$ cat src/rtl/sr_seq_pkg.sv
package sr_seq_pkg;

  typedef enum logic [3:0] {
    ST_IDLE,
    ST_ODT_OFF,
    ST_PRE,
    ST_RP_WAIT,
    ST_AREF,
    ST_RFC_WAIT,
    ST_SRE,
    ST_SR_HOLD,
    ST_EXIT_WAIT
  } sr_state_e;

  typedef struct packed {
    logic cs_n;
    logic ras_n;
    logic cas_n;
    logic we_n;
  } dram_pins_t;

  localparam dram_pins_t PINS_DESEL = 4'b1111;
  localparam dram_pins_t PINS_NOP   = 4'b0111;
  localparam dram_pins_t PINS_PRE   = 4'b0010;
  localparam dram_pins_t PINS_REF   = 4'b0001;

endpackage

$ cat src/rtl/sr_timer.sv
module sr_timer #(
  parameter int CW = 4
) (
  input  logic          clk,
  input  logic          rst_n,
  input  logic          load,
  input  logic [CW-1:0] load_val,
  output logic          zero
);

  logic [CW-1:0] cnt_q;
  logic [CW-1:0] cnt_d;
  logic          cnt_en;

  always_comb begin
    cnt_en = load || (cnt_q != '0);
    cnt_d  = load ? load_val : (cnt_q - CW'(1));
  end

  always_ff @(posedge clk or negedge rst_n) begin
    if (!rst_n) begin
      cnt_q <= '0;
    end else if (cnt_en) begin
      cnt_q <= cnt_d;
    end
  end

  assign zero = (cnt_q == '0);

endmodule

$ cat src/rtl/sr_fsm.sv
module sr_fsm
  import sr_seq_pkg::*;
#(
  parameter int T_RP   = 3,
  parameter int T_RFC  = 8,
  parameter int T_CKE  = 4,
  parameter int T_EXIT = 12,
  parameter int CW     = 4
) (
  input  logic          clk,
  input  logic          rst_n,
  input  logic          pwr_down_req,
  input  logic          wake_req,
  input  logic          clk_stable,
  input  logic          banks_idle,
  input  logic          tmr_zero,
  output sr_state_e     state,
  output logic          tmr_load,
  output logic [CW-1:0] tmr_val
);

  sr_state_e state_q;
  sr_state_e state_d;
  logic      refreshed_q;
  logic      refreshed_d;
  logic      refreshed_en;

  always_comb begin
    state_d = state_q;
    unique case (state_q)
      ST_IDLE:      if (pwr_down_req && banks_idle) state_d = ST_ODT_OFF;
      ST_ODT_OFF:   state_d = refreshed_q ? ST_SRE : ST_PRE;
      ST_PRE:       state_d = ST_RP_WAIT;
      ST_RP_WAIT:   if (tmr_zero) state_d = ST_AREF;
      ST_AREF:      state_d = ST_RFC_WAIT;
      ST_RFC_WAIT:  if (tmr_zero) state_d = ST_SRE;
      ST_SRE:       state_d = ST_SR_HOLD;
      ST_SR_HOLD:   if (tmr_zero && wake_req && clk_stable) state_d = ST_EXIT_WAIT;
      ST_EXIT_WAIT: if (tmr_zero) state_d = ST_IDLE;
      default:      state_d = ST_IDLE;
    endcase
  end

  // Each state lasts (reload value + 1) cycles; single-cycle states load zero.
  always_comb begin
    tmr_load = (state_d != state_q);
    unique case (state_d)
      ST_RP_WAIT:   tmr_val = CW'(T_RP - 2);
      ST_RFC_WAIT:  tmr_val = CW'(T_RFC - 2);
      ST_SR_HOLD:   tmr_val = CW'(T_CKE - 2);
      ST_EXIT_WAIT: tmr_val = CW'(T_EXIT - 1);
      default:      tmr_val = '0;
    endcase
  end

  always_comb begin
    refreshed_en = (state_q == ST_AREF) ||
                   (state_q == ST_SR_HOLD && state_d == ST_EXIT_WAIT);
    refreshed_d  = (state_q == ST_AREF);
  end

  always_ff @(posedge clk or negedge rst_n) begin
    if (!rst_n) begin
      state_q <= ST_IDLE;
    end else begin
      state_q <= state_d;
    end
  end

  always_ff @(posedge clk or negedge rst_n) begin
    if (!rst_n) begin
      refreshed_q <= 1'b1;
    end else if (refreshed_en) begin
      refreshed_q <= refreshed_d;
    end
  end

  assign state = state_q;

endmodule

$ cat src/rtl/sr_cmd_enc.sv
module sr_cmd_enc
  import sr_seq_pkg::*;
(
  input  sr_state_e  state,
  output dram_pins_t pins,
  output logic       cke,
  output logic       odt,
  output logic       ready
);

  always_comb begin
    unique case (state)
      ST_IDLE:       pins = PINS_DESEL;
      ST_PRE:        pins = PINS_PRE;
      ST_AREF,
      ST_SRE:        pins = PINS_REF;
      default:       pins = PINS_NOP;
    endcase
    cke   = !((state == ST_SRE) || (state == ST_SR_HOLD));
    odt   = (state == ST_IDLE);
    ready = (state == ST_IDLE);
  end

endmodule

$ cat src/rtl/sr_sequencer.sv
module sr_sequencer
  import sr_seq_pkg::*;
#(
  parameter int T_RP   = 3,
  parameter int T_RFC  = 8,
  parameter int T_CKE  = 4,
  parameter int T_XSNR = 10,
  parameter int T_XSRD = 12
) (
  input  logic clk,
  input  logic rst_n,
  input  logic pwr_down_req,
  input  logic wake_req,
  input  logic clk_stable,
  input  logic banks_idle,
  output logic cs_n,
  output logic ras_n,
  output logic cas_n,
  output logic we_n,
  output logic cke,
  output logic odt,
  output logic ready
);

  localparam int T_EXIT = (T_XSNR > T_XSRD) ? T_XSNR : T_XSRD;
  localparam int T_M1   = (T_RP > T_RFC) ? T_RP : T_RFC;
  localparam int T_M2   = (T_CKE > T_EXIT) ? T_CKE : T_EXIT;
  localparam int T_MAX  = (T_M1 > T_M2) ? T_M1 : T_M2;
  localparam int CW     = $clog2(T_MAX + 1);

  logic          rst_meta_q;
  logic          rst_sync_q;
  logic          tmr_zero;
  logic          tmr_load;
  logic [CW-1:0] tmr_val;
  sr_state_e     state;
  dram_pins_t    pins;

  always_ff @(posedge clk or negedge rst_n) begin
    if (!rst_n) begin
      rst_meta_q <= 1'b0;
      rst_sync_q <= 1'b0;
    end else begin
      rst_meta_q <= 1'b1;
      rst_sync_q <= rst_meta_q;
    end
  end

  sr_fsm #(
    .T_RP(T_RP), .T_RFC(T_RFC), .T_CKE(T_CKE), .T_EXIT(T_EXIT), .CW(CW)
  ) u_fsm (
    .clk(clk), .rst_n(rst_sync_q),
    .pwr_down_req(pwr_down_req), .wake_req(wake_req),
    .clk_stable(clk_stable), .banks_idle(banks_idle),
    .tmr_zero(tmr_zero), .state(state),
    .tmr_load(tmr_load), .tmr_val(tmr_val)
  );

  sr_timer #(.CW(CW)) u_timer (
    .clk(clk), .rst_n(rst_sync_q),
    .load(tmr_load), .load_val(tmr_val), .zero(tmr_zero)
  );

  sr_cmd_enc u_enc (
    .state(state), .pins(pins), .cke(cke), .odt(odt), .ready(ready)
  );

  assign cs_n  = pins.cs_n;
  assign ras_n = pins.ras_n;
  assign cas_n = pins.cas_n;
  assign we_n  = pins.we_n;

endmodule

$ cat config.mk
export PLATFORM = sky130hd
export DESIGN_NAME = sr_sequencer
export DESIGN_NICKNAME = d
export VERILOG_FILES = /design/src/rtl/sr_seq_pkg.sv /design/src/rtl/sr_timer.sv /design/src/rtl/sr_fsm.sv /design/src/rtl/sr_cmd_enc.sv /design/src/rtl/sr_sequencer.sv
export SDC_FILE = /design/constraint.sdc
export NUM_CORES = 1
export LEC_CHECK = 0
export ABC_CLOCK_PERIOD_IN_PS = 2000
export BUFFER_PORTS_ARGS = -buffer_cell sky130_fd_sc_hd__buf_2
export CORE_MARGIN = 4
export CORE_UTILIZATION = 57
export DETAILED_ROUTE_END_ITERATION = 7
export PLACE_DENSITY = 0.81
export SETUP_SLACK_MARGIN = 0.3
export SKIP_CTS_REPAIR_TIMING = 1
export SLEW_MARGIN = 40
export SYNTH_ARGS = -nofsm -noshare
export SYNTH_HDL_FRONTEND = slang
export SYNTH_SLANG_ARGS = --single-unit
$ cat constraint.sdc
create_clock -name clk -period 2 [get_ports clk]
set_input_delay 0.2 -clock clk [delete_from_list [all_inputs] [get_ports clk]]
set_output_delay 0.2 -clock clk [all_outputs]
set_load 0.01 [all_outputs]
==> results.md, run 1 <==
* Peak supply drop at 0.001006 V
* Root buf cell: clkbuf_4
* Drt total wl at 1.820 mm
* CP Max Fanout at 14
* Mean Syn Cell Area at 9.075 sq um
* Vias per cell at 5.767
* Worst Hold Slack at 0.1471 ns
* CTS tree: yes
* Switching Share at 42.17%
* Largest net degree at the start of global routing at 15
* Mapped Cells at 83
* Routed WL per cell at 15.69 um
* Post-synth EDFFs at 0
* Yosys cell types at 44
* GRT Residual Overflow at 0
* Crit end category: flip-flop
* Synthesis Warnings at 0
* Power share of the combinational group at 61.4%
* Final critical-path required period at 1.887 ns
* Setup TNS at 0 ns
* Hpwl dp at 1.251 mm
* GRT Util Overall at 19.73%
* Startpoint types: flip-flop
* Initial antenna violation count at 0
* Final Max Slew Viols at 0
* First-pass GRT wire length at 2.760 mm
* Clock skew at 0.008581 ns
* DRT Pass-1 Iters at 4
* Pleak at 0.4152 nW
* Crit path capture: u_timer.cnt_q[0]$_DFFE_PN0P_
* PortBufs at 12
* Final setup fails at 0
* Ys async rst share at 100.0%
* Post-Layout Inst Area at 952.2 sq um
* Detailed-route DRC error count at 0
* Reg clk slew, reported paths at 0.07 ns
* P&R area growth vs syn at 26.41%
* Worst R2R Path Depth at 5
* Worst slew margin at 64.78%
* Syn nets at 90
* Fmax at 0.5300 GHz
* Die X at 44.35 um
* Crit share post-route at 94.34%
* Seq pwr share at 28.0%
* Initial DRC Count at 19
* R2r endpoint: u_timer.cnt_q[0]$_DFFE_PN0P_
* Main synth FF type: dfrtp_1
* Internal power at 0.8101 mW
* Final #Nets at 110
* Final RePlAce weighted congestion at 0.8718
* Detail Route Antenna Nets at 0
* RSZ-0062 raised after global routing: true
* Core area at 1171 sq um
* Post-Syn Area at 753.2 sq um
* Detailed-route via count at 669
* R2R Setup Slk at 0.11 ns
* Sw power at 0.5908 mW
* Worst setup path start: u_fsm.state[3]$_DFF_PN0_
* RR Startpoint: u_fsm.state[3]$_DFF_PN0_
* Layout cells sized above 1 at 42.16%
* TritonCTS buffer count at 3
* I/O pin total at 13
* Longest Clk Path Bufs at 2
* Max-Cap Viols at 0
* HP Class: reg -> async
* N_diodes at 0
* Clk Latency, worst-skew pair at 0.27 ns
* Final hold vios at 0
* PwrDens at 1471 nW/um^2
* Vias in the first global route at 611
* Worst-Margin Slew at 0.5210 ns
* Placed cell area at 840.8 sq um
* Status: completed
* Register area share after synthesis at 36.71%
* Worst EP required at 2.15 ns
* Clock power share at 10.6%
* H-tree depth at 1
* Die H at 44.35 um
* Row Count at 12
* Seq cells post-synth at 11
* Starting Density at 64.32%
* CP arrival at 2.04 ns
* Num Clock Sinks at 11
* Die area at 1967 sq um
* Critical path class: reg -> reg
==> layout by cell type (no fill, tap or decap), types with 2 or more instances in the layout <==
cell type,n
a21oi_1,5
a21oi_2,2
buf_2,12
buf_4,10
clkbuf_4,3
dfrtp_1,10
inv_2,3
mux2i_1,2
nand2_1,2
nand3b_1,2
nor2_1,10
nor2b_1,2
nor4_1,2
o22ai_1,2
o31ai_1,2
or3_1,2
==> synthesized netlist by cell type, types with 2 or more instances <==
| library cell | instances | share of area, % |
|---|---|---|
| inv_1 | 3 | 1.5 |
| buf_6 | 2 | 3.0 |
| clkbuf_1 | 2 | 1.0 |
| buf_2 | 2 | 1.3 |
| nor2b_1 | 2 | 1.7 |
| nor2_1 | 11 | 5.5 |
| nor4b_1 | 2 | 2.3 |
| a21oi_1 | 6 | 4.0 |
| o22ai_1 | 2 | 1.7 |
| nand2_1 | 2 | 1.0 |
| dfrtp_1 | 10 | 33 |
| or3_1 | 2 | 1.7 |
| nor4_1 | 2 | 1.7 |
| o31ai_1 | 2 | 2.0 |
| nand3b_1 | 2 | 2.0 |
| buf_4 | 2 | 2.0 |
| mux2i_1 | 2 | 2.7 |
==> layout make-up <==
class,instances,area (sq um)
inverters,4,15.01
clock buffers,4,26.28
flip-flops and latches,11,276.5
repair buffers,23,145.1
well taps,14,17.52
multi-input cells,60,471.7
fillers,71,219.0
==> sequential cells by signal (all words and copies together), names as in the netlist <==
| signal | flops |
|---|---|
| rst_sync_q | 1 |
| u_timer.cnt_q | 4 |
| rst_meta_q | 1 |
| u_fsm.state | 4 |
| u_fsm.refreshed_q | 1 |
==> per-stage QoR <==
stage | instances | worst slack [ns] | util, % | total power, mW
finish | 116 | 0.1132 | 81.30 | 1.401
global route | 116 | -0.01114 | 81.30 | 1.513
CTS | 113 | 0.03068 | 74.04 | 1.210
detailed placement | 109 | 0.03956 | 71.79 | 1.056
global placement | 109 | 0.09587 | 71.79 | 1.028
floorplan | 83 | 0.1589 | - | 0.8599
==> worst max-delay path, stage by stage, from the launching register on <==
cell and delay, ns:
dfrtp_1 0.54, nor4b_1 0.53, a221oi_4 0.06, o21ai_2 0.24, nor2_4 0.07, o32a_1 0.32
==> worst min path at each step <==
stage,start,endpoint
6_report,rst_sync_q$_DFF_PN0_,u_timer.cnt_q[3]$_DFFE_PN0P_
5_1_grt,rst_sync_q$_DFF_PN0_,u_timer.cnt_q[1]$_DFFE_PN0P_
4_1_cts,rst_n,rst_sync_q$_DFF_PN0_
3_5_place_dp,rst_n,rst_sync_q$_DFF_PN0_
3_3_place_gp,rst_n,rst_meta_q$_DFF_PN0_
2_1_floorplan,rst_n,rst_meta_q$_DFF_PN0_
==> power groups by stage <==
stage | clock network, mW | logic [mW] | registers [mW]
2_1_floorplan | 0 | 0.519 | 0.341
3_3_place_gp | 0 | 0.652 | 0.376
3_5_place_dp | 0 | 0.675 | 0.381
4_1_cts | 0.155 | 0.679 | 0.377
5_1_grt | 0.172 | 0.936 | 0.405
6_report | 0.148 | 0.861 | 0.392
==> routing by layer <==
metal	GRT usage [%]	vias to the layer above	share of wire, %
met2	31.69	18	51
met3	4.065	7	3.7
met1	23.80	309	43
li1	-	335	-
met5	0	-	0
met4	12.65	0	2.3
==> cells by family after synthesis <==
logic type | count (synthesis) | synth area share [%]
flops | 11 | 36.71
compound gates | 23 | 23.26
simple gates | 32 | 24.42
buf+inv | 12 | 9.301
other cells | 1 | 0.4979
fa+ha+maj | 1 | 1.661
mux | 3 | 4.153
Note: power is estimated with default switching activity, not from simulation.
==> inputs of run 2 (changes only) <==
Settings changed: GPL_TIMING_DRIVEN from default to 0, PLACE_DENSITY 0.81 to 0.93.
==> run 2 against run 1 <==
- clock skew shrank 0.0062 ns
- register-to-register slack lost 0.10 ns
- critical path depth grew 4
- combinational power grew 4.9%
- sequential share of layout area shrank 2.5 points
- first-iteration DRC count grew 26%
- sequential cell count is the same
- fmax shrank 5.1%
- final cell count grew 6.9%
- via count grew 13%
- non-clock buffer count grew 8
- final area grew 10%
- critical endpoint unchanged
- largest cell class unchanged
==> results.md, run 2 (synthesis gave the netlist of run 1 again) <==
* Status: completed
* CP arrival at 2.12 ns (+0.08 ns)
* Die X at 44.35 um (unchanged)
* Routed WL per cell at 16.80 um (+7.1%)
* DRT Pass-1 Iters at 4 (unchanged)
* PwrDens at 1348 nW/um^2 (-8.4%)
* Fmax at 0.5029 GHz (-5.1%)
* Filler cell count at 53 (-25%)
* Met2 usage at 25.58% (-6.1 points)
* Reg clk slew, reported paths at 0.06 ns (about the same)
* Crit share post-route at 99.42% (+5.1 points)
* Initial DRC Count at 24 (+5)
* Initial antenna violation count at 0 (unchanged)
* Final Max Slew Viols at 0 (unchanged)
* Layout cells sized above 1 at 48.18% (+6.0 points)
* Critical path class: reg -> reg
* Commonest non-fill, non-tap cell in the layout: buf_4
* Dpl ws at -0.03305 ns (-0.07260 ns)
* Longest Clk Path Bufs at 2 (unchanged)
* PortBufs at 12 (unchanged)
* Clock skew at 0.002414 ns (-0.006166 ns)
* Hpwl dp at 1.217 mm (-2.7%)
* Detailed-route DRC error count at 0 (unchanged)
* Clk Latency, worst-skew pair at 0.25 ns (-0.02 ns)
* Vias per cell at 6.097 (+5.7%)
* Row Count at 12 (unchanged)
* N_diodes at 0 (unchanged)
* Max-Cap Viols at 0 (unchanged)
* P&R area growth vs syn at 39.37%
* First-pass GRT wire length at 2.456 mm (-11%)
* Largest net degree at the start of global routing at 11 (-4)
* Final hold vios at 0 (unchanged)
* Core area at 1171 sq um (unchanged)
* Final RePlAce weighted congestion at 0.8211 (-5.8%)
* Commonest cells after routing, fill and taps aside: 13 x buf_4, 10 x buf_2, 9 x nor2_1
* Final #Nets at 118 (+7.3%)
* GR Util met3 at 1.220% (-2.8 points)
* Crit end category: flip-flop
* RSZ-0062 raised after global routing: true
* Worst Hold Slack at 0.1390 ns (-0.008123 ns)
* CP Max Fanout at 4 (-10)
* Drt total wl at 2.083 mm (+14%)
* H-tree depth at 1 (unchanged)
* Die H at 44.35 um (unchanged)
* Peak supply drop at 0.0009613 V (-4.4%)
* Detailed-route via count at 756 (+13%)
* Footprint of the multi-input gates at 478.0 sq um (+1.3%)
* GR peak layer: met2
* Vias in the first global route at 549 (-10%)
* Root buf cell: clkbuf_4
* CTS tree: yes
* Startpoint types: flip-flop
* I/O pin total at 13 (unchanged)
* TritonCTS buffer count at 3 (unchanged)
* Final Util at 89.64% (+8.3 points)
* HP Class: reg -> async
* Detail Route Antenna Nets at 0 (unchanged)
* GRT Residual Overflow at 0 (unchanged)
* Worst setup slack after layout at 0.01166 ns (-0.1015 ns)
* Final critical-path required period at 1.988 ns (+0.1015 ns)
* Worst EP required at 2.14 ns (about the same)
* Num Clock Sinks at 11 (unchanged)
* GRT Util Overall at 17.06% (-2.7 points)
* Starting Density at 64.32% (unchanged)
* GR Util met1 at 25.19% (+1.4 points)
* Reg area at 279.0 sq um (+0.91%)
* Final setup fails at 0 (unchanged)
* Pleak at 0.4498 nW (+8.3%)
* Die area at 1967 sq um (unchanged)
[run 2: where the power goes]
part / internal (mW) / switching (mW)
logic: 0.435 / 0.468
registers: 0.293 / 0.0815
clock network: 0.0767 / 0.0608
total: 0.804 / 0.611
[run 2: through the flow]
step | area (sq um) | instances | setup TNS, ns | power, mW
finish | 1050 | 124 | 0 | 1.415
global route | 1050 | 124 | -0.05107 | 1.519
CTS | 862.1 | 113 | -0.07684 | 1.148
detailed placement | 835.8 | 109 | -0.06099 | 1.006
global placement | 835.8 | 109 | 0 | 0.9767
floorplan | 758.2 | 83 | 0 | 0.8599
[run 2: cell type report]
cell class | count | area share [%]
flip-flops and latches | 11 | 26.58
multi-input cells | 60 | 45.53
clock buffers | 4 | 2.503
inverters | 4 | 1.430
repair buffers | 23 | 15.02
well taps | 14 | 1.669
plain buffers | 8 | 7.271
[run 2: routing by layer]
metal	up-vias	share of wire, %
met5	-	0
met4	0	3.5
met3	11	5.9
met2	39	49
met1	354	41
li1	352	-
[run 2: worst max-delay path: stages (launching register included)]
cell	delay, ns
dfrtp_1	0.42
inv_2	0.10
ha_4	0.14
or3b_1	0.35
buf_6	0.14
a21oi_2	0.14
o211ai_1	0.15
inv_2	0.09
nor4b_1	0.05
o32a_1	0.28
[run 2: final timing paths]
path	cells after the start	slack [ns]	endpoint	startpoint
setup reg to reg	9	0.01	u_timer.cnt_q[0]$_DFFE_PN0P_	u_timer.cnt_q[0]$_DFFE_PN0P_
hold reg to reg	0	0.14	u_fsm.state[3]$_DFF_PN0_	rst_sync_q$_DFF_PN0_
max in group asynchronous	0	1.57	u_fsm.refreshed_q$_DFFE_PN1P_	rst_sync_q$_DFF_PN0_
hold / removal	0	0.14	u_fsm.state[3]$_DFF_PN0_	rst_sync_q$_DFF_PN0_
setup / recovery	9	0.01	u_timer.cnt_q[0]$_DFFE_PN0P_	u_timer.cnt_q[0]$_DFFE_PN0P_
min in group clk	0	0.36	rst_sync_q$_DFF_PN0_	rst_meta_q$_DFF_PN0_
